### src/rtl/wstat_pkg.sv
package wstat_pkg;
  typedef enum logic {
    OP_PROGRAM = 1'b0,
    OP_ERASE   = 1'b1
  } op_kind_e;
endpackage

### src/rtl/wstat_op_latch.sv
module wstat_op_latch
  import wstat_pkg::*;
#(
  parameter int DW = 8
) (
  input  logic          clk,
  input  logic          rst,
  input  logic          op_start,
  input  logic          op_kind,
  input  logic [DW-1:0] prog_byte,
  output op_kind_e      kind_q,
  output logic [DW-1:0] byte_q
);
  always_ff @(posedge clk) begin
    if (rst) begin
      kind_q <= OP_PROGRAM;
      byte_q <= '0;
    end else if (op_start) begin
      kind_q <= op_kind_e'(op_kind);
      byte_q <= prog_byte;
    end
  end

  p_latch_hold_r11: assert property (@(posedge clk) disable iff (rst)
    !op_start |=> ($stable(byte_q) && $stable(kind_q)));
endmodule

### src/rtl/wstat_toggle.sv
module wstat_toggle (
  input  logic clk,
  input  logic rst,
  input  logic op_start,
  input  logic busy,
  input  logic rd_stb,
  output logic phase
);
  // phase = value bit 6 takes on the next busy read
  always_ff @(posedge clk) begin
    if (rst)                 phase <= 1'b1;
    else if (op_start)       phase <= 1'b1;
    else if (rd_stb && busy) phase <= ~phase;
  end

  p_phase_rearm_r7: assert property (@(posedge clk) disable iff (rst)
    op_start |=> phase);
  p_phase_still_r8: assert property (@(posedge clk) disable iff (rst)
    (!op_start && !rd_stb) |=> $stable(phase));
endmodule

### src/rtl/wstat_outreg.sv
module wstat_outreg
  import wstat_pkg::*;
#(
  parameter int DW = 8
) (
  input  logic          clk,
  input  logic          rst,
  input  logic          busy,
  input  logic          rd_stb,
  input  logic          phase,
  input  op_kind_e      kind_q,
  input  logic [DW-1:0] byte_q,
  input  logic [DW-1:0] arr_data,
  output logic [DW-1:0] rd_data,
  output logic          rd_valid
);
  localparam int POLL_BIT = DW - 1;
  localparam int TOG_BIT  = DW - 2;
  localparam int LOW_W    = DW - 2;

  logic [DW-1:0] status;

  always_comb begin
    status = '0;
    if (kind_q == OP_ERASE) begin
      status[POLL_BIT]    = 1'b0;
      status[LOW_W-1:0]   = '1;
    end else begin
      status[POLL_BIT]    = ~byte_q[POLL_BIT];
      status[LOW_W-1:0]   = byte_q[LOW_W-1:0];
    end
    status[TOG_BIT] = phase;
  end

  always_ff @(posedge clk) begin
    if (rst) begin
      rd_data  <= '0;
      rd_valid <= 1'b0;
    end else begin
      rd_valid <= rd_stb;
      if (rd_stb) rd_data <= busy ? status : arr_data;
    end
  end

  p_valid_lat_r10: assert property (@(posedge clk) disable iff (rst)
    rd_stb |=> rd_valid);
  p_valid_drop_r10: assert property (@(posedge clk) disable iff (rst)
    !rd_stb |=> !rd_valid);
  p_hold_r8: assert property (@(posedge clk) disable iff (rst)
    !rd_stb |=> $stable(rd_data));
  p_erase_poll_r3: assert property (@(posedge clk) disable iff (rst)
    (rd_stb && busy && kind_q == OP_ERASE) |=> !rd_data[POLL_BIT]);
  p_idle_pass_r6: assert property (@(posedge clk) disable iff (rst)
    (rd_stb && !busy) |=> rd_data == $past(arr_data));
endmodule

### src/rtl/wstat_readout.sv
module wstat_readout
  import wstat_pkg::*;
#(
  parameter int DW = 8
) (
  input  logic          clk,
  input  logic          rst,
  input  logic          op_start,
  input  logic          op_kind,
  input  logic [DW-1:0] prog_byte,
  input  logic          busy,
  input  logic          rd_stb,
  input  logic [DW-1:0] arr_data,
  output logic [DW-1:0] rd_data,
  output logic          rd_valid
);
  op_kind_e      kind_q;
  logic [DW-1:0] byte_q;
  logic          phase;

  wstat_op_latch #(.DW(DW)) u_latch (
    .clk(clk), .rst(rst), .op_start(op_start), .op_kind(op_kind),
    .prog_byte(prog_byte), .kind_q(kind_q), .byte_q(byte_q)
  );

  wstat_toggle u_tog (
    .clk(clk), .rst(rst), .op_start(op_start), .busy(busy),
    .rd_stb(rd_stb), .phase(phase)
  );

  wstat_outreg #(.DW(DW)) u_out (
    .clk(clk), .rst(rst), .busy(busy), .rd_stb(rd_stb), .phase(phase),
    .kind_q(kind_q), .byte_q(byte_q), .arr_data(arr_data),
    .rd_data(rd_data), .rd_valid(rd_valid)
  );
endmodule

### config.mk
export PLATFORM = sky130hd
export DESIGN_NAME = wstat_readout
export DESIGN_NICKNAME = d
export VERILOG_FILES = /design/src/rtl/wstat_pkg.sv /design/src/rtl/wstat_op_latch.sv /design/src/rtl/wstat_toggle.sv /design/src/rtl/wstat_outreg.sv /design/src/rtl/wstat_readout.sv
export SDC_FILE = /design/constraint.sdc
export NUM_CORES = 1
export LEC_CHECK = 0
export BUFFER_PORTS_ARGS = -buffer_cell sky130_fd_sc_hd__buf_2
export CAP_MARGIN = 20
export CORE_MARGIN = 2
export CORE_UTILIZATION = 46
export DETAILED_ROUTE_END_ITERATION = 6
export PLACE_DENSITY = 0.83
export SYNTH_ARGS = -nofsm -noshare
export SYNTH_HDL_FRONTEND = slang
export SYNTH_HIERARCHICAL = 1
export SYNTH_SLANG_ARGS = --single-unit
### constraint.sdc
create_clock -name clk -period 1.5 [get_ports clk]
set_clock_uncertainty 0.05 [all_clocks]
set_input_delay 0.225 -clock clk [delete_from_list [all_inputs] [get_ports clk]]
set_output_delay 0.225 -clock clk [all_outputs]
set_load 0.005 [all_outputs]
# == Yosys cells after proc, flatten, opt, wreduce, memory -nomap -nowiden ==
# Cells that the tools add are included.
# word_totals
ff_bits,19
elab_cells,12
input_bits,22
out_inout_bits,9
# op_classes
mux,3
bitwise,2
n_reduce_logical,2
# op_table
op,n
8-bit 2-to-1 mux,1
6-bit 2-to-1 mux,1
1-bit NOT,2
2-bit OR reduction,1
1-bit logical AND,1
1-bit 2-to-1 mux,1

# == Longest topological paths before layout ==
# logic_depth
ltp_word,3
depth_mapped,3
ltp_nobuf,2

# == By module ==
# The synthesis kept the hierarchy.
# modules_own_cells
module,area_per_inst_um2,seq_area_each_um2,instances,cells_each
wstat_outreg,412.9,180.2,1,38
wstat_op_latch,319.1,180.2,1,29
wstat_toggle,48.8,20.0,1,5

# == Worst setup path before layout ==
# Ideal clock, no wire load.
# synth_timing
path_type,register -> register
start,reg u_latch.kind_q
end,reg u_out.rd_data[0]
n_path_buf,0
required_ns,1.333
t_arrival_ns,0.916
stages_incl_launch_ff,3
period_less_slack_ns,1.083
slack_ns,0.417
setup_time_ns,0.117
cell_sequence,dfxtp_1 > or3b_1 > a32o_1
# synth_between
elab_chain_cells,2
# synth_lines
item,line,rtl
from (decl),wstat_op_latch.sv:11,"output op_kind_e kind_q,"
from (signal assigned),wstat_op_latch.sv:19,kind_q <= op_kind_e'(op_kind);
6-bit 2-to-1 mux,wstat_outreg.sv:25,if (kind_q == OP_ERASE) begin
8-bit 2-to-1 mux,wstat_outreg.sv:41,if (rd_stb) rd_data <= busy ? status : arr_data;
to (signal assigned),wstat_outreg.sv:41,
to (decl),wstat_outreg.sv:14,"output logic [DW-1:0] rd_data,"
# No other way between the ends.
# A chain may end at the register's enable or synchronous reset.

# == Worst setup path in the final report ==
# layout_timing
start,reg u_latch.kind_q
end,reg u_out.rd_data[7]
# layout_between
elab_chain_cells,2
# layout_lines
item,line
1-bit 2-to-1 mux,wstat_outreg.sv:25
8-bit 2-to-1 mux,wstat_outreg.sv:41
# No other way between the ends.

==> out/qor.csv <==
stage,metric,value,unit
outcome,status,completed,
global_route,grt_start_max_net_pins,18,
route,drtPass1Iterations,4,
power,peakVddDrop,0.513,mV
floorplan,rows,14,
setup_path,worstPathArrival,1.33,ns
hold_path,hold_depth,3,
cells_and_area,final_cell_mix,"buf_2, dfxtp_1, nor2_1",
timing,setup_viol,0,
clocking,cts_sinks,18,
setup_path,r2r_end,u_out/rd_data[7],
clocking,cts_buffer_depth,2,
synth,synthesis.area,747,sq um
cells_and_area,syn2layout_area_growth,22.9,%
clocking,cts_inserted_buffers,3,
synth,synthCells,69,
power,leakage,0.437,nW
route,vias_per_cell,5.32,
setup_path,r2r_slack,0.32,ns
route,wl,1450,um
global_route,grt_pass1_vias,544,
run,max_cap_violations,0,
cells_and_area,antenna_cells,0,
placed_design,port_buffers,29,
timing,layout_worst_path_cycle_share,0.787,
route,drcViolationCount,0,
timing,setup_tns,0,ns
clocking,clkTransAtPathRegs,0.10,ns
clocking,cts_setup_buffers,0,
timing,clock.fmax,847,MHz
setup_path,worstReg2RegStart,u_latch/kind_q,
cells_and_area,drive_gt1_frac,0.388,
placed_design,place_hpwl,1060,um
setup_path,cp-start-kind,register,
global_route,grtUsageTotal,0.159,
cells_and_area,nets,121,
route,drt_iter0_drc,18,
global_route,grt_antenna_before_repair,0,
setup_path,cp.required,1.65,ns
cells_and_area,design_area,918,sq um
hold_path,hold_end,u_latch/byte_q[0],
placed_design,dpl_cell_area,882,sq um
clocking,htree_num_levels,1,
clocking,cts_resized,0,
clocking,cts_tree,built,
placed_design,gp_congestion,0.722,
timing,fin_ws,0.320,ns
clocking,cts_hold_buf,0,
timing,worst_pin_slew,0.440,ns
floorplan,core_area,1510,sq um
setup_path,end_kind,register,
floorplan,dieArea,1960,sq um
route,wl_per_cell,12.7,um
hold_path,hold_class,input port to register,
placed_design,dp_slack,0.235,ns
clocking,worstSkewPairLatency,0.29,ns
synth,synth_warnings,6,
clocking,root_buffer,clkbuf_4,
setup_path,path_class,register to register,
floorplan,ioPinCount,31,
timing,rsz0062_at_grt,false,
synth,syn_area_per_cell,10.8,sq um
timing,layout_min_cycle_time,1.18,ns
timing,final_max_slew_viol_count,0,
setup_path,r2r_cells,2,
floorplan,die_h,44.3,um
setup_path,crit_fanout,8,
floorplan,initial_core_util,0.496,
route,vias,607,
route,postRouteAntennaNets,0,
cells_and_area,final_common_cell,buf_2,
hold_path,hp-start,prog_byte[0],
global_route,grt-ovfl-total,0,
floorplan,die_x,44.3,um
global_route,grt_first_pass_wirelength,2260,um
synth,synth_nets,91,
timing,max_slew_margin,0.706,
power,power_density,1030,nW/um^2
timing,finalHoldViolCount,0,
[critical path, cell delays in order (launching register included)]
cell	delay (ns)
dfxtp_1	0.38
or3b_1	0.41
a311oi_2	0.26
[routing by layer]
| metal | GRT usage | wire length (um) | up-vias |
|---|---|---|---|
| met5 | 0 | 0 | - |
| met4 | 0.109 | 20 | 0 |
| met3 | 0.0286 | 108 | 2 |
| met2 | 0.259 | 680 | 26 |
| met1 | 0.188 | 640 | 267 |
| li1 | - | - | 312 |
[metrics by stage]
| stage | utilization | total power, W | hold WS [ns] | cells |
|---|---|---|---|---|
| after floorplan | - | 0.000613 | 0.243 | 69 |
| after global placement | 0.586 | 0.000662 | 0.393 | 110 |
| after detailed placement | 0.586 | 0.000667 | 0.399 | 110 |
| after CTS | 0.610 | 0.000957 | 0.110 | 114 |
| after global routing | 0.610 | 0.000985 | 0.132 | 114 |
| final | 0.610 | 0.000950 | 0.114 | 114 |
[power breakdown]
group | internal (W) | switching, W | total, W
Clock | 0.000148 | 0.000146 | 0.000294
Combinational | 0.0000727 | 0.0000590 | 0.000132
Sequential | 0.000509 | 0.0000155 | 0.000524
[registers in the layout, summed over array words and instances (netlist names)]
register / flops
u_latch/kind_q: 1
u_out/rd_valid: 1
u_tog/phase: 1
u_out/rd_data: 8
u_latch/byte_q: 7
[final cells by class]
class,instances,area [sq um]
Fill cell,136,588
Sequential cell,18,360
Clock buffer,4,36.3
Timing Repair Buffer,29,145
Multi-Input combinational cell,47,357
Tap cell,16,20.0
[worst max-delay path by stage]
stage | cells past startpoint | slack (ns) | to | start
after CTS | 2 | 0.30 | u_out/rd_data[7] | u_latch/kind_q
after detailed placement | 3 | 0.24 | u_out/rd_data[7] | busy
after global placement | 3 | 0.26 | u_out/rd_data[0] | busy
final | 2 | 0.32 | u_out/rd_data[7] | u_latch/kind_q
after floorplan | 2 | 0.42 | u_out/rd_data[0] | u_latch/kind_q
after global routing | 2 | 0.28 | u_out/rd_data[0] | u_latch/kind_q
Note: power is estimated with default switching activity, not from simulation.
